$ cat src/rtl/cfg_probe_pkg.sv
package cfg_probe_pkg;

    typedef logic [15:0] id16_t;

    typedef enum logic [1:0] {
        ST_IDLE,
        ST_ASK,
        ST_WAIT,
        ST_FIN
    } scan_state_e;

    typedef enum logic {
        PH_CLASS  = 1'b0,
        PH_VENDOR = 1'b1
    } probe_phase_e;

    localparam logic [7:0] OFS_CLASS  = 8'h0A;
    localparam logic [7:0] OFS_VENDOR = 8'h00;
    localparam logic [1:0] SIZE_HALF  = 2'd1;

    function automatic logic slot_accept(input logic ok, input probe_phase_e ph,
                                         input logic cls_hit, input logic ven_hit);
        return ok && ((ph == PH_CLASS) ? cls_hit : ven_hit);
    endfunction

    function automatic logic [7:0] phase_offset(input probe_phase_e ph);
        return (ph == PH_CLASS) ? OFS_CLASS : OFS_VENDOR;
    endfunction

endpackage

$ cat src/rtl/cfg_probe_match.sv
module cfg_probe_match
    import cfg_probe_pkg::*;
#(
    parameter int N = 2,
    parameter logic [N-1:0][15:0] LIST = '0
) (
    input  id16_t value,
    output logic  hit
);
    logic [N-1:0] each;

    for (genvar i = 0; i < N; i++) begin : g_cmp
        assign each[i] = (value == LIST[i]);
    end

    assign hit = |each;

endmodule

$ cat src/rtl/cfg_probe_seq.sv
module cfg_probe_seq
    import cfg_probe_pkg::*;
#(
    parameter int DEV_W = 5
) (
    input  logic             clk,
    input  logic             rst,
    input  logic             start,
    input  logic             rd_ready,
    input  logic             rsp_valid,
    input  logic             rsp_ok,
    input  logic             cls_hit,
    input  logic             ven_hit,
    output logic             req_valid,
    output logic [DEV_W-1:0] req_dev,
    output probe_phase_e     req_phase,
    output logic             done,
    output logic             pass,
    output logic [DEV_W-1:0] found_dev
);
    localparam int NUM_SLOTS = 1 << DEV_W;
    localparam logic [DEV_W-1:0] LAST_SLOT = DEV_W'(NUM_SLOTS - 1);

    scan_state_e      st;
    probe_phase_e     ph;
    logic [DEV_W-1:0] dev;
    logic             hit;

    assign hit       = slot_accept(rsp_ok, ph, cls_hit, ven_hit);
    assign req_valid = (st == ST_ASK);
    assign req_dev   = dev;
    assign req_phase = ph;

    always_ff @(posedge clk) begin
        if (rst) begin
            st        <= ST_IDLE;
            ph        <= PH_CLASS;
            dev       <= '0;
            done      <= 1'b0;
            pass      <= 1'b0;
            found_dev <= '0;
        end else begin
            unique case (st)
                ST_IDLE, ST_FIN: begin
                    if (start) begin
                        st        <= ST_ASK;
                        ph        <= PH_CLASS;
                        dev       <= '0;
                        done      <= 1'b0;
                        pass      <= 1'b0;
                        found_dev <= '0;
                    end
                end
                ST_ASK: begin
                    if (rd_ready) st <= ST_WAIT;
                end
                ST_WAIT: begin
                    if (rsp_valid) begin
                        if (hit) begin
                            st        <= ST_FIN;
                            done      <= 1'b1;
                            pass      <= 1'b1;
                            found_dev <= dev;
                        end else if (ph == PH_CLASS) begin
                            ph <= PH_VENDOR;
                            st <= ST_ASK;
                        end else if (dev == LAST_SLOT) begin
                            st        <= ST_FIN;
                            done      <= 1'b1;
                            pass      <= 1'b0;
                            found_dev <= '0;
                        end else begin
                            dev <= dev + 1'b1;
                            ph  <= PH_CLASS;
                            st  <= ST_ASK;
                        end
                    end
                end
                default: st <= ST_IDLE;
            endcase
        end
    end

    // a stalled request keeps its device and phase
    a_r9_req_hold: assert property (@(posedge clk) disable iff (rst)
        req_valid && !rd_ready |=> req_valid && $stable(req_dev) && $stable(req_phase));

    // completion only follows a response
    a_r7_done_after_rsp: assert property (@(posedge clk) disable iff (rst)
        $rose(done) |-> $past(rsp_valid));

    // verdict held while no start arrives
    a_r10_hold: assert property (@(posedge clk) disable iff (rst)
        done && !start |=> done && $stable(pass) && $stable(found_dev));

    // no request while finished
    a_r10_quiet: assert property (@(posedge clk) disable iff (rst)
        done |-> !req_valid);

    // pass implies done
    a_r7_pass_done: assert property (@(posedge clk) disable iff (rst)
        pass |-> done);

endmodule

$ cat src/rtl/cfg_probe_scan.sv
module cfg_probe_scan
    import cfg_probe_pkg::*;
#(
    parameter int BUS_W  = 8,
    parameter int DEV_W  = 5,
    parameter int FN_W   = 3,
    parameter int OFS_W  = 8,
    parameter int N_CLS  = 2,
    parameter logic [N_CLS-1:0][15:0] CLS_LIST = {16'h0300, 16'h0600},
    parameter int N_VEN  = 2,
    parameter logic [N_VEN-1:0][15:0] VEN_LIST = {16'h0E11, 16'h8086}
) (
    input  logic             clk,
    input  logic             rst,
    input  logic             start,
    output logic             rd_valid,
    input  logic             rd_ready,
    output logic [BUS_W-1:0] rd_bus,
    output logic [DEV_W-1:0] rd_dev,
    output logic [FN_W-1:0]  rd_fn,
    output logic [OFS_W-1:0] rd_ofs,
    output logic [1:0]       rd_size,
    input  logic             rsp_valid,
    input  logic             rsp_ok,
    input  logic [15:0]      rsp_data,
    output logic             done,
    output logic             pass,
    output logic [DEV_W-1:0] found_dev
);
    logic         cls_hit;
    logic         ven_hit;
    probe_phase_e phase;

    cfg_probe_match #(.N(N_CLS), .LIST(CLS_LIST)) u_cls (
        .value (rsp_data),
        .hit   (cls_hit)
    );

    cfg_probe_match #(.N(N_VEN), .LIST(VEN_LIST)) u_ven (
        .value (rsp_data),
        .hit   (ven_hit)
    );

    cfg_probe_seq #(.DEV_W(DEV_W)) u_seq (
        .clk       (clk),
        .rst       (rst),
        .start     (start),
        .rd_ready  (rd_ready),
        .rsp_valid (rsp_valid),
        .rsp_ok    (rsp_ok),
        .cls_hit   (cls_hit),
        .ven_hit   (ven_hit),
        .req_valid (rd_valid),
        .req_dev   (rd_dev),
        .req_phase (phase),
        .done      (done),
        .pass      (pass),
        .found_dev (found_dev)
    );

    assign rd_bus  = '0;
    assign rd_fn   = '0;
    assign rd_size = SIZE_HALF;
    assign rd_ofs  = OFS_W'(phase_offset(phase));

    // offset stays put while the request is stalled
    a_r9_ofs_hold: assert property (@(posedge clk) disable iff (rst)
        rd_valid && !rd_ready |=> $stable(rd_ofs));

    // the verdict is never pass with no accepted response before it
    a_r7_pass_src: assert property (@(posedge clk) disable iff (rst)
        $rose(pass) |-> $past(rsp_valid && rsp_ok));

endmodule

$ cat config.mk
export PLATFORM = sky130hd
export DESIGN_NAME = cfg_probe_scan
export DESIGN_NICKNAME = d
export VERILOG_FILES = /design/src/rtl/cfg_probe_pkg.sv /design/src/rtl/cfg_probe_match.sv /design/src/rtl/cfg_probe_seq.sv /design/src/rtl/cfg_probe_scan.sv
export SDC_FILE = /design/constraint.sdc
export NUM_CORES = 1
export LEC_CHECK = 0
export ABC_AREA = 0
export BUFFER_PORTS_ARGS = -buffer_cell sky130_fd_sc_hd__clkbuf_2
export CAP_MARGIN = 20
export CORE_MARGIN = 2
export CORE_UTILIZATION = 45
export DETAILED_ROUTE_END_ITERATION = 7
export PLACE_DENSITY = 0.78
export SLEW_MARGIN = 30
export SYNTH_ARGS = -nofsm -noshare
export SYNTH_HDL_FRONTEND = slang
export SYNTH_SLANG_ARGS = --single-unit
$ cat constraint.sdc
create_clock -name clk -period 2.7 [get_ports clk]
set_clock_uncertainty 0.2 [all_clocks]
set_input_delay 0.27 -clock clk [delete_from_list [all_inputs] [get_ports clk]]
set_output_delay 0.27 -clock clk [all_outputs]
set_load 0.01 [all_outputs]
* Word-level counts from Yosys, hierarchy flattened
Index checks and enable logic that the tools add are counted.
Storage, ports and cells: register bits 15, bits of input ports 22, output and inout port bits 34, logic and storage cells 69
Cells by class: add/sub/neg operators 1, equal/unequal tests 16, multiplexer cells 36, reduce and logical (&&, ||, !) cells 10
Operators by type and width (count):
- $mux 5 | 9
- $pmux 5 s2 | 2
- $eq 16x10->1 const B | 1
- $eq 16x11->1 const B | 1
- $eq 16x12->1 const B | 1
- $eq 16x16->1 const B | 1
- $mux 1 | 14
- $mux 2 | 6
- $ne 2x2->1 const B | 4
- $ne 3x1->1 const B | 2
- $pmux 1 s2 | 3
- $pmux 2 s3 | 1
- $reduce_and 6->1 | 1
- $reduce_or 2->1 | 3
- $add 5x1->5 const B | 1
- $eq 5x5->1 const B | 1
- $reduce_and 5->1 | 1
- $eq 2x2->1 const B | 2
- $mux 4 | 1
- $ne 2x1->1 const B | 2
- $reduce_and 4->1 | 1
- $reduce_and 3->1 | 1
- $eq 2x1->1 const B | 1
- $logic_not 2->1 | 1
- 2 further kinds | 2

* Logic depth before layout (Yosys ltp)
depth after elaboration 7, mapped depth 8, mapped depth without buffers 8

* Hierarchy
From an unflattened synthesis, not the netlist that was laid out.
Unflattened totals: cells, all modules 124, area total of the unflattened synthesis 1037.2 um^2
Modules (own cells, without submodules):
- cfg_probe_seq | instances 1, cells each 85, area each 765.7 um^2, seq. area each 300.3 um^2
- cfg_probe_scan | instances 1, cells each 23, area each 161.4 um^2, seq. area each 0.0 um^2
- cfg_probe_match (u_ven) | instances 1, cells each 10, area each 66.3 um^2, seq. area each 0.0 um^2
- cfg_probe_match (u_cls) | instances 1, cells each 6, area each 43.8 um^2, seq. area each 0.0 um^2

* Worst setup path after synthesis
No wires, ideal clock.
path type reg-to-reg, from register u_seq.dev[0] (netlist: u_seq.req_dev[0]), to register u_seq.dev[0] (netlist: u_seq.req_dev[0]), library setup time 0.075 ns, arrival time 2.242 ns, required time 2.425 ns, slack 0.183 ns, stages on the path, launching flop included 8, path buffers 0, period minus slack after synthesis 2.517 ns, cells stage by stage dfxtp_1 -> ha_1 -> and3_1 -> ha_1 -> or2b_2 -> or3_2 -> or3_2 -> o22ai_1
Between the ends: word-level cells in the longest chain between the ends 6, elaborated cells between the ends (all ways) 9, classes of those cells add/sub: 1; eq/ne: 2; mux: 5; reduce/logical: 1
RTL lines:
- from (decl) | RTL line cfg_probe_seq.sv:26 | logic [DEV_W-1:0] dev;
- from (signal assigned) | RTL line cfg_probe_seq.sv:73 | dev <= dev + 1'b1;
- $add 5x1->5 | RTL line cfg_probe_seq.sv:73
- $mux 5 | RTL line cfg_probe_seq.sv:67 | end else if (dev == LAST_SLOT) begin
- $mux 5 | RTL line cfg_probe_seq.sv:64 | end else if (ph == PH_CLASS) begin
- $mux 5 | RTL line cfg_probe_seq.sv:59 | if (hit) begin
- $mux 5 | RTL line cfg_probe_seq.sv:58 | if (rsp_valid) begin
- $pmux 5 s2 | RTL line cfg_probe_seq.sv:43 | unique case (st)
Several ways; a longest one is shown, not always the timed one. The select of a mux whose other input is x is not followed. A chain may end at the register's enable or synchronous reset.

* Worst setup path after layout
Ends and elaborated chain as after synthesis.

==> key figures <==
Floorplanning
  – Die H: 54.6 um
  – Core area: 2450 sq um
  – Initial Utilization: 47.0%
  – FP Rows: 18
  – Die W: 54.6 um
  – Io pins: 56
  – Die ar.: 2980 sq um

Timing
  – Fmax: 385 MHz
  – Final Slew Violations: 0
  – Minimum clock period: 2600 ps
  – Final setup vio count: 0
  – Final setup TNS: 0 ps
  – RSZ-0062 raised after global routing: no
  – Final count of hold timing violations: 0
  – Final worst-path cycle share: 96.3%

CTS
  – CTS H-tree depth: 1
  – CTS Buf Count: 3
  – CTS sink cnt: 15
  – Root Driver: clkbuf_4
  – Clock Latency Late Sink: 280 ps
  – Post-CTS Setup Inserts: 0
  – Clock transition at path regs: 90 ps
  – CTS tree: built
  – Longest Clk Path Bufs: 2
  – Post-CTS sizing: 0
  – Cts hold-fix bufs: 0

Final layout
  – Final core occ: 52.8%
  – Fraction of layout cells with a size suffix above 1: 32.4%
  – # diodes: 0
  – Area Growth Syn to Fin: 12.4%
  – Nets: 201
  – Post-route cell area: 1300 sq um

Power
  – Flop pwr share: 43.8%
  – P_leak: 0.543 nW
  – Clock Power Share: 23.5%
  – Int Power: 0.361 mW
  – Switch share: 34.0%
  – Peak supply drop: 241 uV
  – Sw Pwr: 0.186 mW
  – PwrDens: 421 nW/um^2
  – Comb power frac: 32.8%
  – Total power draw: 0.546 mW

Worst setup path
  – Crit Path Class: flop to flop
  – CP max-delay cell: or3_2
  – CP Max Fanout: 6
  – Startpoint Class: flop
  – Crit. End Element: flop
  – CP cell instances: ha_1 -> and3_1 -> ha_2 -> or2b_2 -> or3_2 -> or3_2 -> o22ai_1
  – Crit-path most repeated cell: or3_2
  – Worst Path Arrival: 2610 ps
  – CP required: 2710 ps
  – CP max stage delay: 460 ps

Placed design
  – Port Buffer Count: 36
  – Area of placed instances: 1270 sq um
  – Post-DP HPWL: 1950 um
  – GP Congestion: 0.789

Drt
  – Initial DRC count: 19
  – Via-to-Cell Ratio: 5.10
  – Routed Antenna Nets: 0
  – DR pass1 iterations: 4
  – Via count: 1,035
  – Drt drc: 0
  – Routed len/inst: 12.1 um
  – Final WL: 2450 um

Global routing
  – Gr usage total: 17.1%
  – Gr ovfl total: 0
  – Vias in the first global route: 881
  – Initial antenna violation count: 0
  – Largest net degree at the start of global routing: 14
  – First-pass GRT wire length: 3780 um

Yosys
  – Library cells used by synthesis: 47
  – Synthesized area per cell: 8.42 sq um
  – Async S/R FF share, synth: 0%
  – Yosys reg bits: 15
  – Seq/Total Area, Yosys: 26.0%
  – Gate Count Post-Synth: 137
  – Synth warn: 0
  – Post-synth design cell area: 1150 sq um
  – Synth Flop Type: dfxtp_1
  – Post-synth EDFFs: 0

Outcome
  – Status: finished, final reports clean

Worst hold path
  – Hold/Removal Path Class: primary input to flop

Flow run
  – Maxcap violations: 0
[cells by family (layout without fill, tap and decap cells)]
family | count (synthesis) | after routing | synth area share (%)
other | 2 | 19 | 0.651
buffers and inverters | 42 | 61 | 22.1
XOR/XNOR | 1 | 1 | 0.759
adder cells (fa/ha/maj) | 5 | 5 | 5.42
multiplexers | 2 | 2 | 1.74
AO/OA/AOI/OAI | 26 | 26 | 20.2
AND/OR/NAND/NOR | 44 | 44 | 23.1
flip-flops | 15 | 15 | 26.0
[state kept, by name, indices dropped and copies added (netlist names)]
| name | flops |
|---|---|
| u_seq.pass | 1 |
| u_seq.found_dev | 5 |
| u_seq.req_dev | 5 |
| u_seq.done | 1 |
| u_seq.req_phase | 1 |
| u_seq.st | 2 |
[area by class of cell]
type,count,area (sq um)
timing repair buffer,38,195
sequential,15,302
multi-input combinational,97,664
fill,236,1160
clock buffer,4,26.3
tap,30,37.5
inverter,19,71.3
[final timing paths]
check | from | end | slack [ps] | cells after the start
worst max-delay path | u_seq.req_dev[0] | u_seq.req_dev[0] | 100 | 7
worst min-delay path | rst | u_seq.req_dev[2] | 160 | 2
worst max register to register | u_seq.req_dev[0] | u_seq.req_dev[0] | 100 | 7
worst min register to register | u_seq.pass | u_seq.pass | 260 | 2
[critical path: cells and delay by family (launching register included)]
family,cells,cell delay (ps)
AND/OR/NAND/NOR,4,1380
adder cells (fa/ha/maj),2,430
flip-flops,1,350
AO/OA/AOI/OAI,1,170
[layer usage]
| layer | up-vias | routed length (um) | GRT usage, % |
|---|---|---|---|
| li1 | 523 | - | - |
| met4 | 0 | 44 | 7.92 |
| met1 | 472 | 1030 | 21.7 |
| met2 | 33 | 1260 | 29.2 |
| met5 | - | 0 | 0 |
| met3 | 7 | 116 | 1.09 |
[cells in the mapped netlist (3+ instances only)]
library cell	instances	share of area [%]
o32ai_1	7	5.3
inv_1	19	6.2
nor2_1	5	1.6
nor3_1	3	1.3
a211oi_1	3	2.0
dfxtp_1	15	26
ha_1	5	5.4
nand2_1	9	2.9
o21ai_0	3	1.3
nand4_1	3	1.6
buf_4	20	13
[metrics by stage]
step | hold slack [ps] | setup slack, ps | instances
after CTS | 167 | 35.2 | 203
after global routing | 208 | 16.8 | 203
final | 159 | 101 | 203
after global placement | 248 | 157 | 199
after detailed placement | 257 | 79.4 | 199
after floorplan | 186 | 183 | 154
[placed cells by master, fill, tap and decap left out, drive strengths merged, types with 2 or more instances in the layout]
cell     instances
nor4             2
a211oi           3
or2b             2
and3             2
o31a             2
dfxtp           15
mux2i            2
a2111oi          2
nand2            9
conb            19
nand3b           2
ha               5
and2             2
or2              2
o21ai            3
o22ai            2
a21oi            2
o32ai            7
nor2b            2
nor3             3
buf              2
nand4            3
or3              5
inv             19
clkbuf          40
nor2             5
[power groups by stage]
stage	Combinational [mW]	Clock, mW	Sequential [mW]
6_report	0.179	0.128	0.239
5_1_grt	0.199	0.140	0.241
4_1_cts	0.177	0.129	0.239
3_5_place_dp	0.177	0	0.244
3_3_place_gp	0.171	0	0.243
2_1_floorplan	0.140	0	0.242
No activity file was read; power rests on OpenSTA's default activity.
